--- config.mk ---
export PLATFORM = sky130hd
export DESIGN_NAME = uart_irq_unit
export DESIGN_NICKNAME = d
export VERILOG_FILES = /design/src/rtl/uart_irq_pkg.sv /design/src/rtl/uart_irq_ctrl.sv /design/src/rtl/uart_irq_status.sv /design/src/rtl/uart_irq_combine.sv /design/src/rtl/uart_irq_unit.sv
export SDC_FILE = /design/constraint.sdc
export NUM_CORES = 1
export LEC_CHECK = 0
export ABC_AREA = 1
export BUFFER_PORTS_ARGS = -buffer_cell sky130_fd_sc_hd__buf_2
export CAP_MARGIN = 20
export CORE_MARGIN = 1.5
export CORE_UTILIZATION = 42
export CTS_CLUSTER_SIZE = 40
export DETAILED_ROUTE_END_ITERATION = 10
export PLACE_DENSITY_LB_ADDON = 0.12
export SKIP_CTS_REPAIR_TIMING = 1
export SLEW_MARGIN = 40
export SYNTH_ARGS = -nofsm -noshare
export SYNTH_HDL_FRONTEND = slang
export SYNTH_HIERARCHICAL = 1
export SYNTH_SLANG_ARGS = --single-unit
--- constraint.sdc ---
create_clock -name clk -period 1.7 [get_ports clk]
set_input_delay 0.255 -clock clk [delete_from_list [all_inputs] [get_ports clk]]
set_output_delay 0.255 -clock clk [all_outputs]
set_load 0.01 [all_outputs]
--- src/rtl/uart_irq_pkg.sv ---
// Package: shared bit positions and helpers for the UART interrupt unit.
// Assumes a 7-bit status layout and a 9-bit meaningful control field.
package uart_irq_pkg;

    localparam int ST_W      = 7;
    localparam int ST_TXREQ  = 0;
    localparam int ST_RXTRIG = 1;
    localparam int ST_RXTMO  = 2;
    localparam int ST_FE     = 3;
    localparam int ST_BRK    = 4;
    localparam int ST_OVR    = 5;
    localparam int ST_TXSET  = 6;

    localparam int CT_W      = 9;
    localparam int CT_TXLVL  = 0;   // two bits, 1:0
    localparam int CT_TXEN   = 5;
    localparam int CT_RXEN   = 6;
    localparam int CT_ERREN  = 7;
    localparam int CT_BREAK  = 8;

    localparam logic [CT_W-1:0] CT_MASK = 9'h1E3;

    // Translate the 2-bit threshold code into an entry count.
    function automatic int unsigned tx_thr_entries(input logic [1:0] code);
        return (code == 2'd0) ? 0 : (4 << (code - 2'd1));
    endfunction

endpackage

--- src/rtl/uart_irq_ctrl.sv ---
// Control word register: holds threshold code, class enables and break force.
// Assumes writes are single-cycle strobes; unmapped bits are never stored.
module uart_irq_ctrl
    import uart_irq_pkg::*;
#(
    parameter int DATA_W = 32,
    parameter int LVL_W  = 7
) (
    input  logic              clk,
    input  logic              rst_n,
    input  logic              wr_i,
    input  logic [DATA_W-1:0] data_i,
    output logic [CT_W-1:0]   ctrl_o,
    output logic [LVL_W-1:0]  tx_thr_o,
    output logic              en_tx_o,
    output logic              en_rx_o,
    output logic              en_err_o,
    output logic              brk_o
);

    logic [CT_W-1:0] ctrl_q;

    // Store the mapped control bits on a write.
    always_ff @(posedge clk) begin
        if (!rst_n)
            ctrl_q <= '0;
        else if (wr_i)
            ctrl_q <= data_i[CT_W-1:0] & CT_MASK;
    end

    // Decode threshold code into an entry count of FIFO width.
    always_comb begin
        tx_thr_o = LVL_W'(tx_thr_entries(ctrl_q[CT_TXLVL +: 2]));
    end

    assign ctrl_o   = ctrl_q;
    assign en_tx_o  = ctrl_q[CT_TXEN];
    assign en_rx_o  = ctrl_q[CT_RXEN];
    assign en_err_o = ctrl_q[CT_ERREN];
    assign brk_o    = ctrl_q[CT_BREAK];

    assert_ctrl_hold_R8: assert property (@(posedge clk) disable iff (!rst_n)
        !wr_i |=> $stable(ctrl_q));

endmodule

--- src/rtl/uart_irq_status.sv ---
// Status word: sticky error bits, edge-set transmit request, mirrored
// receive levels. Assumes clr_i is a one-cycle write-ones mask and that
// error inputs are single-cycle pulses from the receive logic.
module uart_irq_status
    import uart_irq_pkg::*;
#(
    parameter int LVL_W = 7
) (
    input  logic             clk,
    input  logic             rst_n,
    input  logic [ST_W-1:0]  clr_i,
    input  logic [LVL_W-1:0] tx_thr_i,
    input  logic [LVL_W-1:0] tx_level_i,
    input  logic             rx_trig_i,
    input  logic             rx_tmo_i,
    input  logic             fe_evt_i,
    input  logic             brk_evt_i,
    input  logic             ovr_evt_i,
    output logic [ST_W-1:0]  status_o
);

    localparam int N_ERR = 3;

    logic [N_ERR-1:0] err_evt;
    logic [N_ERR-1:0] err_q;
    logic             tx_cond, tx_cond_q, tx_req_q;
    logic             rxtrig_q, rxtmo_q;

    assign err_evt = {ovr_evt_i, brk_evt_i, fe_evt_i};

    // One sticky bit per error class; event has priority over clear.
    for (genvar g = 0; g < N_ERR; g++) begin : g_err
        always_ff @(posedge clk) begin
            if (!rst_n)
                err_q[g] <= 1'b0;
            else if (err_evt[g])
                err_q[g] <= 1'b1;
            else if (clr_i[ST_FE+g])
                err_q[g] <= 1'b0;
        end
    end

    assign tx_cond = (tx_level_i <= tx_thr_i);

    // Remember the threshold condition to find its rising edge.
    always_ff @(posedge clk) begin
        if (!rst_n)
            tx_cond_q <= 1'b0;
        else
            tx_cond_q <= tx_cond;
    end

    // Transmit request: set on new condition or software set, else clear.
    always_ff @(posedge clk) begin
        if (!rst_n)
            tx_req_q <= 1'b0;
        else if ((tx_cond && !tx_cond_q) || clr_i[ST_TXSET])
            tx_req_q <= 1'b1;
        else if (clr_i[ST_TXREQ])
            tx_req_q <= 1'b0;
    end

    // Receive requests follow FIFO state with one register stage.
    always_ff @(posedge clk) begin
        if (!rst_n) begin
            rxtrig_q <= 1'b0;
            rxtmo_q  <= 1'b0;
        end else begin
            rxtrig_q <= rx_trig_i;
            rxtmo_q  <= rx_tmo_i;
        end
    end

    assign status_o = {1'b0, err_q, rxtmo_q, rxtrig_q, tx_req_q};

    assert_err_sticky_R2: assert property (@(posedge clk) disable iff (!rst_n)
        (status_o[ST_FE] && !clr_i[ST_FE]) |=> status_o[ST_FE]);
    assert_evt_wins_R4: assert property (@(posedge clk) disable iff (!rst_n)
        (ovr_evt_i && clr_i[ST_OVR]) |=> status_o[ST_OVR]);
    assert_rx_mirror_R5: assert property (@(posedge clk) disable iff (!rst_n)
        rx_tmo_i |=> status_o[ST_RXTMO]);
    assert_swset_R7: assert property (@(posedge clk) disable iff (!rst_n)
        clr_i[ST_TXSET] |=> status_o[ST_TXREQ]);

endmodule

--- src/rtl/uart_irq_combine.sv ---
// Interrupt combiner: ORs the enabled, pending classes into a registered
// request line. Assumes status and enables are already registered.
module uart_irq_combine
    import uart_irq_pkg::*;
(
    input  logic            clk,
    input  logic            rst_n,
    input  logic [ST_W-1:0] status_i,
    input  logic            en_tx_i,
    input  logic            en_rx_i,
    input  logic            en_err_i,
    output logic            irq_o
);

    logic pend_tx, pend_rx, pend_err, any_pend;

    assign pend_tx  = en_tx_i  & status_i[ST_TXREQ];
    assign pend_rx  = en_rx_i  & (status_i[ST_RXTRIG] | status_i[ST_RXTMO]);
    assign pend_err = en_err_i & (|status_i[ST_OVR:ST_FE]);
    assign any_pend = pend_tx | pend_rx | pend_err;

    // Register the request so the line cannot glitch.
    always_ff @(posedge clk) begin
        if (!rst_n)
            irq_o <= 1'b0;
        else
            irq_o <= any_pend;
    end

    assert_irq_quiet_R9: assert property (@(posedge clk) disable iff (!rst_n)
        (!en_tx_i && !en_rx_i && !en_err_i) |=> !irq_o);
    assert_irq_err_R9: assert property (@(posedge clk) disable iff (!rst_n)
        (en_err_i && status_i[ST_BRK]) |=> irq_o);

endmodule

--- src/rtl/uart_irq_unit.sv ---
// Top of the UART interrupt unit: register port decode, read mux and the
// three sub-blocks. Assumes a synchronous register bus with one-cycle strobes.
module uart_irq_unit
    import uart_irq_pkg::*;
#(
    parameter int DATA_W = 32,
    parameter int LVL_W  = 7
) (
    input  logic              clk,
    input  logic              rst_n,
    input  logic              wr_en_i,
    input  logic              wr_ctrl_i,
    input  logic [DATA_W-1:0] wr_data_i,
    input  logic              rd_ctrl_i,
    output logic [DATA_W-1:0] rd_data_o,
    input  logic [LVL_W-1:0]  tx_level_i,
    input  logic              rx_trig_i,
    input  logic              rx_tmo_i,
    input  logic              fe_evt_i,
    input  logic              brk_evt_i,
    input  logic              ovr_evt_i,
    output logic              irq_o,
    output logic              tx_break_o
);

    logic [ST_W-1:0]  status;
    logic [ST_W-1:0]  clr_mask;
    logic [CT_W-1:0]  ctrl;
    logic [LVL_W-1:0] tx_thr;
    logic             en_tx, en_rx, en_err;
    logic             ctrl_wr;

    assign ctrl_wr  = wr_en_i & wr_ctrl_i;
    assign clr_mask = (wr_en_i && !wr_ctrl_i) ? wr_data_i[ST_W-1:0] : '0;

    uart_irq_ctrl #(.DATA_W(DATA_W), .LVL_W(LVL_W)) ctrl_i (
        .clk(clk), .rst_n(rst_n), .wr_i(ctrl_wr), .data_i(wr_data_i),
        .ctrl_o(ctrl), .tx_thr_o(tx_thr), .en_tx_o(en_tx), .en_rx_o(en_rx),
        .en_err_o(en_err), .brk_o(tx_break_o)
    );

    uart_irq_status #(.LVL_W(LVL_W)) status_i (
        .clk(clk), .rst_n(rst_n), .clr_i(clr_mask), .tx_thr_i(tx_thr),
        .tx_level_i(tx_level_i), .rx_trig_i(rx_trig_i), .rx_tmo_i(rx_tmo_i),
        .fe_evt_i(fe_evt_i), .brk_evt_i(brk_evt_i), .ovr_evt_i(ovr_evt_i),
        .status_o(status)
    );

    uart_irq_combine combine_i (
        .clk(clk), .rst_n(rst_n), .status_i(status), .en_tx_i(en_tx),
        .en_rx_i(en_rx), .en_err_i(en_err), .irq_o(irq_o)
    );

    // Read mux: selected register, zero-extended.
    always_comb begin
        rd_data_o = '0;
        if (rd_ctrl_i)
            rd_data_o[CT_W-1:0] = ctrl;
        else
            rd_data_o[ST_W-1:0] = status;
    end

    assert_reset_clear_R1: assert property (@(posedge clk)
        !rst_n |=> (status == '0 && ctrl == '0 && !irq_o));

endmodule

==> impl_metrics.yaml <==
cts:
  cts_tree: "done"
  clk_path_buf_depth: 2
  clkTransAtPathRegs_ns: 0.09
  htreeDepth: 1
  cts_made_buffers: 3
  root_buffer: "clkbuf_4"
  clk_latency_ns: 0.28
  cts.sinks: 14
floorplan:
  coreArea_sq_mm: 0.00278
  dieArea_sq_mm: 0.00330
  initial_utilization_pct: 44.8
  num_io_pins: 83
  fp.dieH_microns: 57.4
  die_x_microns: 57.4
  rows: 19
grt:
  grt_max_degree: 13
  grt_pass1_wl_microns: 3140
  antenna_found_initial: 0
  overflow: 0
  grt_pass1_vias: 746
  grt_use_total_pct: 12.2
cells_and_area:
  final_nets: 283
  drive_gt1_share_pct: 21.7
  area_delta_synth_final_pct: 3.82
  final_cells: 257
  diodes: 0
min_path:
  hold_path.class: "input port to register"
  worstHoldEndpoint: "status_i/rxtmo_q$_SDFF_PN0_"
  whs_path_depth: 3
  hp-start: "rx_tmo_i"
sta:
  fin_crit_ns: 1.45
  fmax_mhz: 688
  fin_crit_sh_pct: 85.5
  finalSetupTns_ns: 0
  slew_viol_final: 0
  fin_worst_skew_ns: 0.00445
  rsz0062_at_grt: "false"
  finalHoldViolCount: 0
  finalSetupViolations: 0
worst_setup_path:
  path_class: "register to register"
  cp_top_family: "simple AND/OR/NAND/NOR gates"
  path_buf_inv: 2
  worstPathRequired_ns: 1.93
  r2r_start: "ctrl_i/ctrl_o[0]$_SDFFE_PN0P_"
  worst-r2r-setup-slack_ns: 0.25
  reg2reg_to: "status_i/tx_req_q$_SDFFE_PN0P_"
  end_kind: "register"
  path_common_cell: "nand2_1"
  crit_arrival_ns: 1.69
  crit_path_cell_trace: "inv_1, nor2_1, inv_1, ha_1, a21oi_1, nand2_1, nand2_1, nand2_1, nand2_1, nand3_1, nand2_1"
  ff2ff_path_depth: 11
  slowest_stage: "dfxtp_1"
  critPathMaxStageDelay_ns: 0.41
  cp_max_fo: 5
  cp-start-kind: "register"
yosys:
  synthCells: 199
  avgSynthCellArea_sq_um: 6.26
  synth_area_sq_mm: 0.00124
  yosysWarningCount: 6
route:
  drc: 0
  viasPerCell: 3.81
  ant_nets: 0
  firstDrtPassIters: 4
  drt-initial-drc-count: 19
  drt-total-wl_microns: 1870
  wl_per_cell_microns: 7.27
  num_vias: 978
placed_design:
  gp_congestion: 0.692
  post-dp-hpwl_microns: 1570
  portBuffers: 35
  dp.cells: 253
outcome:
  status: "complete, no violations"
job:
  cap_violations: 0
power_and_ir_drop:
  p_total_uw: 828
  leakagePower_nw: 0.835
  vdd_ir_drop_max_mv: 0.398
  power_density_mw_per_mm2: 641
## routing by layer
metal  wire length (microns)  part of all wire (%)  up-vias  GRT usage (%)
met4                      22                   1.2        0           6.98
met3                     131                   7.0        2           1.81
met1                     920                    49      384           16.7
met5                       0                     0        -              0
li1                        -                     -      558              -
met2                     794                    43       34           18.0
## per-stage QoR
stage | utilization [%] | cell area [sq um] | hold slack [ns] | setup slack, ns
floorplan | - | 1350 | 0.348 | 0.393
global placement | 45.2 | 1260 | 0.437 | 0.279
detailed placement | 45.2 | 1260 | 0.437 | 0.236
CTS | 46.5 | 1290 | 0.137 | 0.219
global route | 46.5 | 1290 | 0.155 | 0.105
finish | 46.5 | 1290 | 0.149 | 0.247
## state kept, by name (all words and copies together), names as in the netlist
name,count
combine_i/irq_o,1
ctrl_i/ctrl_o,6
status_i/rxtmo_q,1
status_i/rxtrig_q,1
status_i/status_o,3
status_i/tx_cond_q,1
status_i/tx_req_q,1
## layout by cell type (no fill, tap or decap)
master	instances
nand2_4	1
nand4_2	1
inv_6	1
clkbuf_4	3
nor2_2	6
o21ai_0	1
buf_2	35
ha_1	7
clkbuf_8	1
a21oi_1	7
nand2_1	52
nand3_1	2
conb_1	31
nand2_2	1
inv_1	41
nor2_1	22
dfxtp_1	14
## area by class of cell
type | instances | area, sq um
fill | 332 | 1490
inverter | 42 | 163
tap | 31 | 38.8
clock buffer | 4 | 36.3
multi-input combinational | 131 | 599
timing repair buffer | 35 | 175
sequential | 14 | 280
## worst max-delay path by stage
stage	to	slack, ns	from	cells after the start
2_1_floorplan	status_i/tx_req_q$_SDFFE_PN0P_	0.39	ctrl_i/ctrl_o[0]$_SDFFE_PN0P_	11
3_3_place_gp	status_i/tx_req_q$_SDFFE_PN0P_	0.28	ctrl_i/ctrl_o[0]$_SDFFE_PN0P_	11
3_5_place_dp	status_i/tx_req_q$_SDFFE_PN0P_	0.24	ctrl_i/ctrl_o[0]$_SDFFE_PN0P_	11
4_1_cts	status_i/tx_req_q$_SDFFE_PN0P_	0.22	ctrl_i/ctrl_o[0]$_SDFFE_PN0P_	11
5_1_grt	status_i/tx_req_q$_SDFFE_PN0P_	0.11	ctrl_i/ctrl_o[1]$_SDFFE_PN0P_	11
6_report	status_i/tx_req_q$_SDFFE_PN0P_	0.25	ctrl_i/ctrl_o[0]$_SDFFE_PN0P_	11
## power breakdown
| group | total [mW] | switching, mW | internal [mW] |
|---|---|---|---|
| logic | 0.214 | 0.130 | 0.0842 |
| clock network | 0.243 | 0.113 | 0.130 |
| registers | 0.371 | 0.0176 | 0.353 |
| total | 0.828 | 0.261 | 0.568 |
## worst min-delay path: stages
cell,delay (ns)
buf_2,0.07
nand2_1,0.04
inv_1,0.04
No activity file was read; power rests on OpenSTA's default activity.
